File: config.mk
export PLATFORM = sky130hd
export DESIGN_NAME = flash_cmd_decoder
export DESIGN_NICKNAME = d
export VERILOG_FILES = /design/src/rtl/fcd_pkg.sv /design/src/rtl/fcd_seq_fsm.sv /design/src/rtl/fcd_mode_ctl.sv /design/src/rtl/fcd_id_rom.sv /design/src/rtl/flash_cmd_decoder.sv
export SDC_FILE = /design/constraint.sdc
export NUM_CORES = 1
export LEC_CHECK = 0
export ABC_AREA = 1
export BUFFER_PORTS_ARGS = -buffer_cell sky130_fd_sc_hd__buf_2
export CAP_MARGIN = 20
export CORE_UTILIZATION = 42
export CTS_CLUSTER_DIAMETER = 100
export DETAILED_ROUTE_END_ITERATION = 7
export PLACE_DENSITY = 0.73
export SYNTH_ARGS = -nofsm -noshare
export SYNTH_HDL_FRONTEND = slang
export SYNTH_HIERARCHICAL = 1
export SYNTH_SLANG_ARGS = --single-unit
File: constraint.sdc
create_clock -name clk -period 2 [get_ports clk]
set_input_delay 0.2 -clock clk [delete_from_list [all_inputs] [get_ports clk]]
set_output_delay 0.2 -clock clk [all_outputs]
set_load 0.01 [all_outputs]
File: src/rtl/fcd_pkg.sv
package fcd_pkg;

  localparam int KEY_W = 11;

  typedef enum logic [1:0] {
    RD_ARRAY  = 2'd0,
    RD_ID     = 2'd1,
    RD_STATUS = 2'd2
  } rd_sel_e;

  typedef enum logic [2:0] {
    SQ_IDLE,
    SQ_UNL1,
    SQ_UNL2,
    SQ_PGM,
    SQ_ER1,
    SQ_ER2,
    SQ_ER3
  } seq_e;

  localparam logic [KEY_W-1:0] KEY_ADDR_A = 11'h555;
  localparam logic [KEY_W-1:0] KEY_ADDR_B = 11'h2AA;
  localparam logic [7:0]       KEY_DATA_A = 8'hAA;
  localparam logic [7:0]       KEY_DATA_B = 8'h55;
  localparam logic [7:0]       CMD_ID     = 8'h90;
  localparam logic [7:0]       CMD_PGM    = 8'hA0;
  localparam logic [7:0]       CMD_ERASE  = 8'h80;
  localparam logic [7:0]       CMD_RESET  = 8'hF0;
  localparam logic [7:0]       CMD_SECT   = 8'h30;
  localparam logic [7:0]       CMD_CHIP   = 8'h10;

  function automatic logic is_key_a(input logic [KEY_W-1:0] a, input logic [7:0] d);
    return (a == KEY_ADDR_A) && (d == KEY_DATA_A);
  endfunction

  function automatic logic is_key_b(input logic [KEY_W-1:0] a, input logic [7:0] d);
    return (a == KEY_ADDR_B) && (d == KEY_DATA_B);
  endfunction

  function automatic rd_sel_e pick_read(input logic status, input logic ident);
    if (status)     return RD_STATUS;
    else if (ident) return RD_ID;
    else            return RD_ARRAY;
  endfunction

endpackage

File: src/rtl/fcd_seq_fsm.sv
module fcd_seq_fsm
  import fcd_pkg::*;
(
  input  logic             clk,
  input  logic             rst_n,
  input  logic             wr_ok,
  input  logic [KEY_W-1:0] key_addr,
  input  logic [7:0]       wr_data,
  input  logic             hold,
  output logic             ev_reset,
  output logic             ev_id,
  output logic             ev_prog,
  output logic             ev_erase,
  output logic             ev_chip,
  output logic             ev_bad
);

  seq_e state, nxt;

  always_comb begin
    nxt      = state;
    ev_reset = 1'b0;
    ev_id    = 1'b0;
    ev_prog  = 1'b0;
    ev_erase = 1'b0;
    ev_chip  = 1'b0;
    ev_bad   = 1'b0;
    if (wr_ok) begin
      if (wr_data == CMD_RESET) begin
        ev_reset = 1'b1;
        nxt      = SQ_IDLE;
      end else if (!hold) begin
        unique case (state)
          SQ_IDLE: if (is_key_a(key_addr, wr_data)) nxt = SQ_UNL1; else ev_bad = 1'b1;
          SQ_UNL1: if (is_key_b(key_addr, wr_data)) nxt = SQ_UNL2; else ev_bad = 1'b1;
          SQ_UNL2: begin
            if (key_addr != KEY_ADDR_A)   ev_bad = 1'b1;
            else if (wr_data == CMD_ID)   begin ev_id = 1'b1; nxt = SQ_IDLE; end
            else if (wr_data == CMD_PGM)  nxt = SQ_PGM;
            else if (wr_data == CMD_ERASE) nxt = SQ_ER1;
            else                          ev_bad = 1'b1;
          end
          SQ_PGM: begin
            ev_prog = 1'b1;
            nxt     = SQ_IDLE;
          end
          SQ_ER1: if (is_key_a(key_addr, wr_data)) nxt = SQ_ER2; else ev_bad = 1'b1;
          SQ_ER2: if (is_key_b(key_addr, wr_data)) nxt = SQ_ER3; else ev_bad = 1'b1;
          SQ_ER3: begin
            if (wr_data == CMD_SECT) begin
              ev_erase = 1'b1;
              nxt      = SQ_IDLE;
            end else if (wr_data == CMD_CHIP && key_addr == KEY_ADDR_A) begin
              ev_erase = 1'b1;
              ev_chip  = 1'b1;
              nxt      = SQ_IDLE;
            end else begin
              ev_bad = 1'b1;
            end
          end
          default: ev_bad = 1'b1;
        endcase
        if (ev_bad) nxt = SQ_IDLE;
      end
    end
  end

  always_ff @(posedge clk or negedge rst_n) begin
    if (!rst_n) state <= SQ_IDLE;
    else        state <= nxt;
  end

  AST_BAD_ABORTS: assert property (@(posedge clk) disable iff (!rst_n)
    ev_bad |=> state == SQ_IDLE);

  AST_HOLD_FREEZES: assert property (@(posedge clk) disable iff (!rst_n)
    (hold && wr_ok && wr_data != CMD_RESET) |=> state == $past(state));

  AST_RESET_CLEARS_SEQ: assert property (@(posedge clk) disable iff (!rst_n)
    ev_reset |=> state == SQ_IDLE);

endmodule

File: src/rtl/fcd_mode_ctl.sv
module fcd_mode_ctl
  import fcd_pkg::*;
#(
  parameter int ADDR_W = 19
) (
  input  logic              clk,
  input  logic              rst_n,
  input  logic              ev_reset,
  input  logic              ev_id,
  input  logic              ev_prog,
  input  logic              ev_erase,
  input  logic              ev_chip,
  input  logic [ADDR_W-1:0] wr_addr,
  input  logic [7:0]        wr_data,
  input  logic              busy_in,
  input  logic              fail_in,
  output logic              op_busy,
  output logic              hold,
  output logic [1:0]        rd_sel,
  output logic              prog_start,
  output logic              erase_start,
  output logic              erase_all,
  output logic [ADDR_W-1:0] op_addr,
  output logic [7:0]        op_data
);

  logic id_mode, fail_flag, run, seen_busy;
  logic op_launch;

  assign op_launch = ev_prog | ev_erase;
  assign op_busy   = run | busy_in;
  assign hold      = id_mode | fail_flag;
  assign rd_sel    = pick_read(op_busy | fail_flag, id_mode);

  always_ff @(posedge clk or negedge rst_n) begin
    if (!rst_n) begin
      run       <= 1'b0;
      seen_busy <= 1'b0;
    end else if (op_launch) begin
      run       <= 1'b1;
      seen_busy <= 1'b0;
    end else if (run) begin
      if (busy_in)        seen_busy <= 1'b1;
      else if (seen_busy) begin
        run       <= 1'b0;
        seen_busy <= 1'b0;
      end
    end
  end

  always_ff @(posedge clk or negedge rst_n) begin
    if (!rst_n) begin
      id_mode   <= 1'b0;
      fail_flag <= 1'b0;
    end else begin
      if (ev_reset)   id_mode <= 1'b0;
      else if (ev_id) id_mode <= 1'b1;
      if (fail_in)       fail_flag <= 1'b1;
      else if (ev_reset) fail_flag <= 1'b0;
    end
  end

  always_ff @(posedge clk or negedge rst_n) begin
    if (!rst_n) begin
      prog_start  <= 1'b0;
      erase_start <= 1'b0;
      erase_all   <= 1'b0;
      op_addr     <= '0;
      op_data     <= '0;
    end else begin
      prog_start  <= ev_prog;
      erase_start <= ev_erase;
      if (op_launch) op_addr   <= wr_addr;
      if (ev_prog)   op_data   <= wr_data;
      if (ev_erase)  erase_all <= ev_chip;
    end
  end

  AST_PROG_ONE_CYCLE: assert property (@(posedge clk) disable iff (!rst_n)
    prog_start |=> !prog_start);

  AST_ERASE_ONE_CYCLE: assert property (@(posedge clk) disable iff (!rst_n)
    erase_start |=> !erase_start);

  AST_ID_PERSISTS: assert property (@(posedge clk) disable iff (!rst_n)
    (id_mode && !ev_reset) |=> id_mode);

  AST_NO_START_WHEN_BUSY: assert property (@(posedge clk) disable iff (!rst_n)
    op_busy |=> !(prog_start || erase_start));

  AST_FAIL_STICKY: assert property (@(posedge clk) disable iff (!rst_n)
    (fail_flag && !ev_reset) |=> fail_flag);

  AST_ONE_START_KIND: assert property (@(posedge clk) disable iff (!rst_n)
    !(prog_start && erase_start));

endmodule

File: src/rtl/fcd_id_rom.sv
module fcd_id_rom #(
  parameter int                  ADDR_W    = 19,
  parameter int                  NUM_SECT  = 8,
  parameter logic [7:0]          MFR_CODE  = 8'h01,
  parameter logic [7:0]          DEV_CODE  = 8'h51,
  parameter logic [NUM_SECT-1:0] PROT_MASK = '0
) (
  input  logic [ADDR_W-1:0] rd_addr,
  output logic [7:0]        id_data
);

  localparam int SECT_W = (NUM_SECT > 1) ? $clog2(NUM_SECT) : 1;

  logic [SECT_W-1:0]   sect_idx;
  logic [NUM_SECT-1:0] prot_hit;
  logic                sect_prot;

  assign sect_idx = rd_addr[ADDR_W-1 -: SECT_W];

  for (genvar g = 0; g < NUM_SECT; g++) begin : g_sect
    assign prot_hit[g] = (sect_idx == SECT_W'(g)) && PROT_MASK[g];
  end

  assign sect_prot = |prot_hit;

  always_comb begin
    unique case (rd_addr[7:0])
      8'h00:   id_data = MFR_CODE;
      8'h01:   id_data = DEV_CODE;
      8'h02:   id_data = {7'd0, sect_prot};
      default: id_data = 8'h00;
    endcase
  end

  always_comb begin
    AST_PROT_ONEHOT: assert ($onehot0(prot_hit));
  end

endmodule

File: src/rtl/flash_cmd_decoder.sv
module flash_cmd_decoder
  import fcd_pkg::*;
#(
  parameter int                  ADDR_W    = 19,
  parameter int                  NUM_SECT  = 8,
  parameter logic [7:0]          MFR_CODE  = 8'h01,
  parameter logic [7:0]          DEV_CODE  = 8'h51,
  parameter logic [NUM_SECT-1:0] PROT_MASK = '0
) (
  input  logic              clk,
  input  logic              rst_n,
  input  logic              wr_en,
  input  logic [ADDR_W-1:0] wr_addr,
  input  logic [7:0]        wr_data,
  input  logic [ADDR_W-1:0] rd_addr,
  input  logic              busy_in,
  input  logic              fail_in,
  output logic [1:0]        rd_sel,
  output logic [7:0]        id_data,
  output logic              prog_start,
  output logic              erase_start,
  output logic              erase_all,
  output logic [ADDR_W-1:0] op_addr,
  output logic [7:0]        op_data
);

  logic wr_ok, op_busy, hold;
  logic ev_reset, ev_id, ev_prog, ev_erase, ev_chip, ev_bad;

  assign wr_ok = wr_en & ~op_busy;

  fcd_seq_fsm u_seq (
    .clk      (clk),
    .rst_n    (rst_n),
    .wr_ok    (wr_ok),
    .key_addr (wr_addr[KEY_W-1:0]),
    .wr_data  (wr_data),
    .hold     (hold),
    .ev_reset (ev_reset),
    .ev_id    (ev_id),
    .ev_prog  (ev_prog),
    .ev_erase (ev_erase),
    .ev_chip  (ev_chip),
    .ev_bad   (ev_bad)
  );

  fcd_mode_ctl #(.ADDR_W(ADDR_W)) u_mode (
    .clk         (clk),
    .rst_n       (rst_n),
    .ev_reset    (ev_reset),
    .ev_id       (ev_id),
    .ev_prog     (ev_prog),
    .ev_erase    (ev_erase),
    .ev_chip     (ev_chip),
    .wr_addr     (wr_addr),
    .wr_data     (wr_data),
    .busy_in     (busy_in),
    .fail_in     (fail_in),
    .op_busy     (op_busy),
    .hold        (hold),
    .rd_sel      (rd_sel),
    .prog_start  (prog_start),
    .erase_start (erase_start),
    .erase_all   (erase_all),
    .op_addr     (op_addr),
    .op_data     (op_data)
  );

  fcd_id_rom #(
    .ADDR_W    (ADDR_W),
    .NUM_SECT  (NUM_SECT),
    .MFR_CODE  (MFR_CODE),
    .DEV_CODE  (DEV_CODE),
    .PROT_MASK (PROT_MASK)
  ) u_id (
    .rd_addr (rd_addr),
    .id_data (id_data)
  );

  AST_RESET_TO_ARRAY: assert property (@(posedge clk) disable iff (!rst_n)
    (ev_reset && !fail_in) |=> (rd_sel == RD_ARRAY || busy_in));

  AST_BAD_NO_START: assert property (@(posedge clk) disable iff (!rst_n)
    ev_bad |=> !(prog_start || erase_start));

endmodule

Word-level counts from Yosys, hierarchy flattened

Cells that the tools add are included.

Bits of input ports: 51
Logic and storage cells: 117
Output and inout bits: 40
Bits in registers: 37

Bitwise logic cells: 6
Mux-type cells: 63
Equal/unequal tests: 26
Reduce and logical (&&, ||, !) cells: 12

Operators by type and width:

| cell                 | number |
|---|---|
| $mux 1               | 46 |
| $eq 8x8->1 const B   | 5 |
| $mux 3               | 13 |
| $pmux 3 s7           | 1 |
| $ne 4x1->1 const B   | 4 |
| $pmux 7 s2           | 1 |
| $eq 11x10->1 const B | 1 |
| $eq 11x11->1 const B | 1 |
| $ne 11x11->1 const B | 1 |
| $reduce_and 10->1    | 1 |
| $eq 3x3->1 const B   | 3 |
| $reduce_bool 9->1    | 1 |
| $eq 8x1->1 const B   | 1 |
| $eq 8x5->1 const B   | 1 |
| $eq 8x6->1 const B   | 1 |
| $eq 8x7->1 const B   | 1 |
| $logic_not 8->1      | 1 |
| $eq 3x2->1 const B   | 2 |
| $ne 6x1->1 const B   | 1 |
| $reduce_bool 2->1    | 3 |
| $ne 5x1->1 const B   | 1 |
| $pmux 1 s5           | 1 |
| $ne 4x3->1 const B   | 1 |
| $or 1x1->1           | 4 |
| 8 further kinds      | 11 |

Depth between registers and ports, before layout

Gate-level depths: netlist of the first run.

Depth after elaboration: 12
Depth in mapped cells: 13
Depth with buffers taken out: 11

By module

Netlist of the first run, hierarchy kept.

By module, submodules not included:

| module            | area an instance (um^2) | cells each | sequential area each (um^2) | times used |
|---|---|---|---|---|
| fcd_mode_ctl      | 1320.0                  | 144        | 850.8                       | 1 |
| fcd_seq_fsm       | 579.3                   | 114        | 75.1                        | 1 |
| fcd_id_rom        | 92.6                    | 18         | 0.0                         | 1 |
| flash_cmd_decoder | 10.0                    | 2          | 0.0                         | 1 |

Least setup slack after synthesis of the first run

No wires, ideal clock.

Path type: register -> register
Start point: register u_mode.run
End point: register u_mode.op_addr[0]
Clock period less this slack: 1.677 ns
Slack: 0.323 ns
Arrival: 1.560 ns
Stages on the path, launching flop included: 13
Cells stage by stage: dfrtp_1 -> inv_1 -> nand2_1 -> nor2_2 -> inv_1 -> nor2_1 -> nand2_1 -> nor3_1 -> buf_6 -> nor2_2 -> buf_4 -> nand2_1 -> nand2_1

Longest elaborated chain between the ends: 5
Elaborated cells between the ends (all ways): 6
Those cells by class: mux: 2; bitwise: 4

Ends and longest elaborated chain:

| element                | line                    | RTL |
|---|---|---|
| start, declared        | fcd_mode_ctl.sv:27      | `logic id_mode, fail_flag, run, seen_busy;` |
| start signal, assigned | fcd_mode_ctl.sv:37      | `run <= 1'b0;` |
| start signal, assigned | fcd_mode_ctl.sv:40      | `run <= 1'b1;` |
| start signal, assigned | fcd_mode_ctl.sv:45      | `run <= 1'b0;` |
| $or 1x1->1             | fcd_mode_ctl.sv:31      | `assign op_busy = run \| busy_in;` |
| named net op_busy      | flash_cmd_decoder.sv:27 | `logic wr_ok, op_busy, hold;` |
| $not 1->1              | flash_cmd_decoder.sv:30 | `assign wr_ok = wr_en & ~op_busy;` |
| $and 1x1->1            | flash_cmd_decoder.sv:30 |  |
| named net wr_ok        | flash_cmd_decoder.sv:27 |  |
| $mux 1                 | fcd_seq_fsm.sv:28       | `if (wr_ok) begin` |
| named net ev_prog      | flash_cmd_decoder.sv:28 | `logic ev_reset, ev_id, ev_prog, ev_erase, ev_chip, ev_bad;` |
| $or 1x1->1             | fcd_mode_ctl.sv:30      | `assign op_launch = ev_prog \| ev_erase;` |
| end signal, assigned   | fcd_mode_ctl.sv:73      | `if (op_launch) op_addr <= wr_addr;` |
| end, declared          | fcd_mode_ctl.sv:23      | `output logic [ADDR_W-1:0] op_addr,` |

The timed path passes the listed nets, and every way through them passes these cells.
A chain may end at the register's enable or synchronous reset.

Worst setup path after layout of the first run

Start point: register u_mode.run
End point: register u_mode.op_addr[2]

Longest elaborated chain between the ends: 5
Elaborated cells between the ends (all ways): 6
Those cells by class: mux: 2; bitwise: 4

Ends and longest elaborated chain:

| element            | line |
|---|---|
| $or 1x1->1         | fcd_mode_ctl.sv:31 |
| named net op_busy  | flash_cmd_decoder.sv:27 |
| $not 1->1          | flash_cmd_decoder.sv:30 |
| $and 1x1->1        | flash_cmd_decoder.sv:30 |
| named net wr_ok    | flash_cmd_decoder.sv:27 |
| $mux 1             | fcd_seq_fsm.sv:28 |
| named net ev_erase | flash_cmd_decoder.sv:28 |
| $or 1x1->1         | fcd_mode_ctl.sv:30 |

The timed path passes the listed nets, and every way through them passes these cells.

==> results of run 1 <==
[registers in the layout, summed over array words and instances (netlist names)]
signal,cells
u_mode/op_addr,19
u_mode/op_data,8
u_seq/state,3
u_mode/erase_all,1
u_mode/erase_start,1
u_mode/fail_flag,1
u_mode/id_mode,1
u_mode/prog_start,1
u_mode/run,1
u_mode/seen_busy,1
[layout by cell type, fill, tap and decap left out, types with 2 or more instances in the layout]
master and n:
nor3_1 2, dfrtp_1 37, clkbuf_8 6, nor2_4 3
conb_1 5, nand2_1 124, nor2_2 5, nand4_1 4
buf_2 74, inv_1 29, nor3_2 2, nand2_2 4
nand3_1 14, nor2_1 29, buf_4 6
[worst paths after layout]
check	from	endpoint	slack [ns]
min in group clk	wr_addr[11]	u_mode/op_addr[11]	0.10
worst min-delay path	rst_n	u_mode/op_addr[16]	0.0004
worst max-delay path	u_mode/run	u_mode/op_addr[2]	0.22
worst min register to register	u_mode/op_data[0]	u_mode/op_data[0]	0.47
worst max register to register	u_mode/run	u_mode/op_addr[2]	0.22
max in group asynchronous	rst_n	u_mode/op_data[7]	1.49
[final cells by class]
type                    instances  area [µm²]
clock buffers                   7        86.3
clock inverters                 1        30.0
fillers                       437        1910
inverters                      31         121
multi-input cells             202         912
flip-flops and latches         37         926
well taps                      52        65.1
repair buffers                 81         427
[metal layers]
metal,vias to the layer above,GRT usage (%),routed length (µm)
li1,987,-,-
met3,7,3.99,205
met1,838,24.3,2120
met5,-,0,0
met2,51,30.7,2100
met4,0,6.00,66
[stage by stage]
step | total power, mW | instances
2_1_floorplan | 0.879 | 281
3_3_place_gp | 0.948 | 400
3_5_place_dp | 0.954 | 400
4_1_cts | 1.63 | 408
5_1_grt | 1.68 | 411
6_report | 1.60 | 411
[where the power goes]
part / internal, mW / switching, mW / leakage [nW]
clock: 0.406 / 0.255 / 0.0585
combinational: 0.0616 / 0.0972 / 0.985
sequential: 0.768 / 0.0123 / 0.509
total: 1.24 / 0.365 / 1.55
[timing repair]
item,in CTS,in global routing
setup buffers,0,3
resized for setup,1,8
pin swaps,0,1
hold buffers,0,0
endpoints found under the setup margin,2,29
endpoints found under the hold margin,0,0
==> results.md, run 1 <==
- Status: complete, but fails checks
- Failing checks: design-rule violations
- Critical Path Max Stage Delay: 0.40 ns
- Layout Utilization: 57.4%
- # IOs: 91
- Critical Path, Cell by Cell: inv_1, nand2_1, nor2_2, inv_1, nor2_2, nand3_1, a21oi_4, inv_1, nand2_8, nand2_1, nand2_1
- Ys Warns: 6
- Worst Skew: 0.00313 ns
- Final Critical Period: 1.78 ns
- Largest net degree at the start of global routing: 38
- Tcrit/Tclk final: 89.2%
- Synthesized area: 2000 µm²
- Detailed-route wire length: 4.50 mm
- Post-DP HPWL: 3.25 mm
- Maximum buffer depth of the clock tree: 2
- Hold WS: 0.000391 ns
- Antenna violations before repair: 0
- Final hold vios: 0
- Setup crit start kind: flop
- CTS tree: yes
- Cts bufs inserted: 5
- Pleak: 1.55 nW
- Fin Setup TNS: 0 ns
- Crit Path Category: flop to flop
- Max VDD drop: 0.348 mV
- Vias in the first global route: 1681
- Grt total ovfl: 0
- Final worst setup slack: 0.216 ns
- Vias: 1883
- Port buffer count: 74
- Die Wd: 71.0 µm
- Clock sinks: 37
- Final Max Slew Viols: 0
- Post-Syn Instances: 277
- H-tree Lvls: 2
- Wire per inst: 10.9 µm
- Initial Util: 44.6%
- Clock latency on the worst-skew pair: 0.28 ns
- CP max stage cell: dfrtp_1
- Buf+Inv Stages, Crit Path: 3
- Die Span Y: 71.0 µm
- Fmax: 561 MHz
- Max Fanout on Critical Path: 20
- Post-route cell area: 2570 µm²
- Share of cells above drive strength 1: 30.6%
- Root buffer cell: clkbuf_8
- Std-Cell Rows: 24
- R2R depth: 11
- Number of setup violations in the final report: 0
- Drt first pass iters: 6
- GRT Overall Usage: 18.5%
- Core outline area: 4470 µm²
- Worst Max-Slew Pin Slew: 0.808 ns
- Initial DRC count: 98
- DRC viols: 6
- Worst Path Arrival: 2.01 ns
- Worst-path clk slew: 0.07 ns
- Mean number of vias per cell: 4.58
- Hold Crit Class: input pin to async pin
- Layout area overhead: 28.6%
- Slew margin rel.: 46.2%
- Antenna fix cells: 0
- Syn_area_per_cell: 7.21 µm²
- GP Congestion: 0.865
- Max cap viols: 0
- Layout Nets: 409
- Stages on the worst setup path: 11
- Crit. End Element: flop
- CP delay by family, top: simple AND/OR/NAND/NOR gates
- Post-DRT Antenna Nets: 0
- PwrDens: 623 nW/µm²
- Post-DP Area: 2380 µm²
- Die Area: 5030 µm²
- First-pass GRT wire length: 7.41 mm
- Place WS: -0.0472 ns
- Required @ worst endpoint: 2.22 ns
Power figures use the tool's default switching activity.
==> run 2, diff against run 1 <==
==> constraint.sdc (replaced) <==
create_clock -name clk -period 1.8 [get_ports clk]
set_input_delay 0.18 -clock clk [delete_from_list [all_inputs] [get_ports clk]]
set_output_delay 0.18 -clock clk [all_outputs]
set_load 0.01 [all_outputs]
==> run 2 against run 1 <==
The run still ends with design-rule violations left. Combinational power grew 55%. Hold slack better by 0.086 ns. Count of clock-buffer cells in the layout is the same.
==> results.md, run 2 (synthesis results as in run 1) <==
- Status: complete, but fails checks
- Failing checks: design-rule violations
- CP max stage cell: dfrtp_1
- End of the critical path: u_mode/op_addr[0]
- Hold Crit Class: input pin to flop
- Initial DRC count: 151
- Number of setup violations in the final report: 0
- Worst Skew: 0.00432 ns
- Vias: 2023
- Post-route cell area: 2740 µm²
- Die Area: 5030 µm²
- GP Congestion: 0.824
- Max FFs per register: 19
- Reg2reg end: u_mode/op_addr[0]
- Final Critical Period: 1.74 ns
- Buf+Inv Stages, Crit Path: 2
- Wire per inst: 11.4 µm
- Filler cell count: 400
- Layout Utilization: 61.2%
- Layout area overhead: 37.0%
- Commonest cells after routing, fill and taps aside: 110 x nand2_1, 74 x buf_2, 37 x dfrtp_1
- Initial Util: 44.6%
- Crit Path Category: flop to flop
- Required @ worst endpoint: 2.02 ns
- Post-DP HPWL: 3.39 mm
- CP delay by family, top: simple AND/OR/NAND/NOR gates
- R2R depth: 9
- Tcrit/Tclk final: 96.5%
- Crit. End Element: flop
- Stages on the worst setup path: 9
- R2R Setup Slk: 0.06 ns
- Worst setup path startpoint: u_seq/state[1]
- Max Fanout on Critical Path: 8
- Clock latency on the worst-skew pair: 0.28 ns
- Fmax: 576 MHz
- Detailed-route wire length: 4.91 mm
- Critical Path, Cell by Cell: nand2_1, nor2_2, nand3_2, a21oi_2, buf_4, clkinvlp_4, nand2_2, nand2_1, nand2_1
- Cts bufs inserted: 5
- Antenna fix cells: 0
- Register with the most flip-flops: u_mode/op_addr
- Grt total ovfl: 0
- Pwr Total: 1.68 mW
- Worst Path Arrival: 1.96 ns
- RSZ-0062 raised after global routing: true
- Final hold vios: 0
- Antenna violations before repair: 0
- # IOs: 91
- Post-DP Area: 2470 µm²
- First-pass GRT wire length: 7.53 mm
- Share of cells above drive strength 1: 38.9%
- GRT Overall Usage: 18.9%
- Layout Nets: 429
- Top cell by count, worst path: nand2_1
- Max cap viols: 0
- Commonest non-fill, non-tap cell in the layout: nand2_1
- Critical Path Max Stage Delay: 0.47 ns
- Top flop regs: u_mode/op_addr: 19 flops, u_mode/op_data: 8 flops, u_seq/state: 3 flops
- PwrDens: 614 nW/µm²
- Post-DRT Antenna Nets: 0
- Die Span Y: 71.0 µm
- Maximum buffer depth of the clock tree: 2
- Root buffer cell: clkbuf_8
- Worst-path clk slew: 0.07 ns
- Drt first pass iters: 7
- Die Wd: 71.0 µm
- CTS tree: yes
- Pleak: 1.65 nW
- H-tree Lvls: 2
- Max VDD drop: 0.453 mV
- Std-Cell Rows: 24
- Vias in the first global route: 1743
- Largest net degree at the start of global routing: 22
- Mean number of vias per cell: 4.70
- Core outline area: 4470 µm²
- Fin Setup TNS: 0 ns
- Final Max Slew Viols: 0
- Port buffer count: 74
- Clock sinks: 37
- DRC viols: 6
- R2R Path Start: u_seq/state[1]
- Setup crit start kind: flop
[run 2: changes by cell type in the layout (fill, tap and decap cells not counted), sizes merged]
| cell | before | now |
|---|---|---|
| inv | 31 | 30 |
| buf | 81 | 97 |
| bufinv | 1 | 0 |
| nand2 | 129 | 132 |
| clkinvlp | 0 | 1 |
| dlygate4sd3 | 0 | 1 |
[run 2: how the worst min path moves through the flow]
stage / cells past startpoint / from / slack [ns] / to
3_5_place_dp: 1 / rst_n / 0.16 / u_mode/op_addr[2]
6_report: 3 / wr_addr[14] / 0.09 / u_mode/op_addr[14]
4_1_cts: 3 / wr_addr[14] / 0.08 / u_mode/op_addr[14]
3_3_place_gp: 1 / rst_n / 0.15 / u_mode/op_addr[15]
5_1_grt: 2 / fail_in / 0.09 / u_mode/fail_flag
2_1_floorplan: 0 / rst_n / -0.12 / u_mode/erase_all
[run 2: area by class of cell]
cell class                      count  area, µm²  share of cell area, %
Timing Repair Buffer               98        557                   20.3
Clock buffer                        7       86.3                   3.16
Tap cell                           52       65.1                   2.38
Multi-Input combinational cell    205        977                   35.7
Sequential cell                    37        926                   33.8
Inverter                           31        125                   4.57
[run 2: worst register-to-register path, cell delays in order (launching register included)]
cell and delay, ns:
dfrtp_1 0.47, nand2_1 0.13, nor2_2 0.17, nand3_2 0.11
a21oi_2 0.14, buf_4 0.15, clkinvlp_4 0.19, nand2_2 0.19
nand2_1 0.07, nand2_1 0.06
[run 2: report_power, final]
| part | internal [mW] | switching, mW |
|---|---|---|
| Sequential | 0.854 | 0.0140 |
| Clock | 0.303 | 0.261 |
| Combinational | 0.115 | 0.131 |
[run 2: metrics by stage]
step                      hold WS [ns]  std cells  worst slack [ns]
after floorplan                 -0.116        281             0.140
after global placement           0.150        411            -0.159
after detailed placement         0.159        411            -0.166
after CTS                       0.0774        419           0.00571
after global routing            0.0921        430           -0.0896
final                           0.0867        430            0.0631
[run 2: what timing repair did]
action | CTS | global route
cloned | 0 | 3
hold buffers | 1 | 0
gates resized for setup | 2 | 28
setup endpoints to repair | 29 | 30
buffers inserted | 0 | 8
endpoints found under the hold margin | 19 | 0
pin swaps | 0 | 14
[run 2: per-layer routing]
metal  part of all wire, %  GRT usage [%]
met5                     0              0
met2                    48           31.8
met1                    45           24.9
met4                   1.7           6.67
met3                   5.0           2.99
==> run 3, diff against run 2 <==
--- a/config.mk
+++ b/config.mk
@@ -8,10 +8,12 @@
 export ABC_AREA = 1
 export BUFFER_PORTS_ARGS = -buffer_cell sky130_fd_sc_hd__buf_2
 export CAP_MARGIN = 20
+export CORE_MARGIN = 4
 export CORE_UTILIZATION = 42
 export CTS_CLUSTER_DIAMETER = 100
 export DETAILED_ROUTE_END_ITERATION = 7
 export PLACE_DENSITY = 0.73
+export SETUP_SLACK_MARGIN = 0.1
 export SYNTH_ARGS = -nofsm -noshare
 export SYNTH_HDL_FRONTEND = slang
 export SYNTH_HIERARCHICAL = 1
==> run 3 against run 2 <==
The flow finishes with violations (negative hold slack). Hold slack worse by 0.12 ns. Sequential share of layout area hardly changed. Clock power is 5.7% higher. Wire length is 2.8% higher. Fmax is 1.4% higher. Clock skew is 0.0039 ns higher. Core utilization is 0.056 points higher. First-iteration DRC count is 44% lower. Power is 2.0% higher. Critical path type unchanged. Critical endpoint is now u_mode/op_addr[3].
==> results.md, run 3 (synthesis results as in run 1) <==
- Initial DRC count: 84
- Crit Path Category: flop to flop
- Die Area: 5920 µm²
- Worst-path clk slew: 0.08 ns
- # IOs: 91
- Vias: 1966
- Max Fanout on Critical Path: 5
- H-tree Lvls: 2
- Slew margin rel.: 46.9%
- RSZ-0062 raised after global routing: true
- Antenna violations before repair: 0
- Maximum buffer depth of the clock tree: 2
- Final Max Slew Viols: 0
- Die Wd: 77.0 µm
- Register with the most flip-flops: u_mode/op_addr
- Status: complete, but fails checks
- Std-Cell Rows: 24
- Reg2reg end: u_mode/op_addr[3]
- Initial Util: 44.6%
- R2R Path Start: u_seq/state[0]
- GP Congestion: 0.850
- Core outline area: 4470 µm²
- Crit. End Element: flop
- Vias in the first global route: 1800
- Drt first pass iters: 4
- Share of cells above drive strength 1: 39.9%
- Layout area overhead: 37.2%
- Detailed-route wire length: 5.05 mm
- Place WS: -0.0843 ns
- Fmax: 584 MHz
- Required @ worst endpoint: 2.03 ns
- CTS tree: yes
- Top flop regs: u_mode/op_addr: 19 flops, u_mode/op_data: 8 flops, u_seq/state: 3 flops
- Post-DP HPWL: 3.64 mm
- Antenna fix cells: 0
- Commonest non-fill, non-tap cell in the layout: nand2_1
- DRC viols: 0
- Grt total ovfl: 0
- Pleak: 1.64 nW
- Worst Max-Slew Pin Slew: 0.796 ns
- Tcrit/Tclk final: 95.2%
- Wire per inst: 11.8 µm
- PwrDens: 625 nW/µm²
- Mean number of vias per cell: 4.59
- Final Critical Period: 1.71 ns
- Largest net degree at the start of global routing: 38
- Worst Skew: 0.00823 ns
- Root buffer cell: clkbuf_8
- Clock sinks: 37
- Final hold vios: 37
- Port buffer count: 74
- Setup crit start kind: flop
- Die Span Y: 77.0 µm
- Clock latency on the worst-skew pair: 0.29 ns
- First-pass GRT wire length: 8.37 mm
- Max VDD drop: 0.631 mV
- Commonest cells after routing, fill and taps aside: 107 x nand2_1, 74 x buf_2, 37 x dfrtp_1
- Placed insts: 412
- Post-DRT Antenna Nets: 0
- R2R Setup Slk: 0.09 ns
- Number of setup violations in the final report: 0
- Layout Cells excl Fill: 428
- Worst Path Arrival: 1.95 ns
- Layout Nets: 426
- Cts bufs inserted: 5
- GRT Overall Usage: 17.4%
- Hold Crit Class: input pin to async pin
- Max FFs per register: 19
- Hold WS: -0.0362 ns
- Failing checks: negative hold slack
- R2R depth: 10
- Pwr Total: 1.71 mW
- Hold_buf cts: 0
- Final worst setup slack: 0.0871 ns
- Max cap viols: 0
-- run 3: changes by cell type in the layout (fill, tap and decap cells not counted), sizes merged --
cell and delta:
buf -2, dlygate4sd3 -1, clkinv +1, clkinvlp +1, inv +1, clkbuf -2
-- run 3: worst max path at each step --
| stage | startpoint | end | slack, ns | cells past startpoint |
|---|---|---|---|---|
| global placement | wr_data[1] | u_mode/run | -0.05 | 9 |
| finish | u_seq/state[0] | u_mode/op_addr[3] | 0.09 | 10 |
| CTS | u_mode/run | u_mode/op_addr[17] | 0.03 | 12 |
| global route | u_mode/run | u_mode/op_addr[3] | -0.03 | 12 |
| floorplan | u_mode/run | u_mode/op_addr[0] | 0.14 | 12 |
| detailed placement | wr_data[1] | u_mode/op_addr[16] | -0.08 | 10 |
-- run 3: layout make-up --
type	instances	area, µm²
clock buffers	5	68.8
repair buffers	95	536
well taps	52	65.1
flip-flops and latches	37	926
multi-input cells	205	997
clock inverters	3	21.3
fillers	405	1740
inverters	31	125
-- run 3: critical path: stages (launching register included) --
cell        delay, ns
dfrtp_1          0.42
inv_1            0.10
nand2_1          0.09
nor2_2           0.13
nand3_2          0.12
a21oi_4          0.14
buf_6            0.12
clkinvlp_4       0.20
nand2_4          0.19
nand2_1          0.07
nand2_1          0.06
-- run 3: what timing repair did --
item	in CTS	in global routing
endpoints found under the setup margin	29	31
setup buffers	3	2
gates cloned	3	0
pin swaps	6	12
gates resized for setup	12	24
-- run 3: routing by layer --
metal / GRT usage [%] / up-vias / share of wire (%)
met5: 0 / - / 0
met4: 3.80 / 0 / 0.75
met3: 4.10 / 5 / 6.0
met2: 27.0 / 51 / 46
met1: 24.6 / 880 / 47
li1: - / 1030 / -
-- run 3: report_power, final --
group	switching, mW	internal [mW]	total [mW]
registers	0.0124	0.853	0.865
clock network	0.321	0.275	0.596
logic	0.134	0.118	0.252
total	0.468	1.24	1.71
-- run 3: through the flow --
stage                     cell area [µm²]  utilization, %  TNS, ns
after floorplan                      2010               -        0
after global placement               2470            55.3   -0.380
after detailed placement             2470            55.3   -0.753
after CTS                            2660            59.5        0
after global routing                 2740            61.2   -0.331
final                                2740            61.2        0
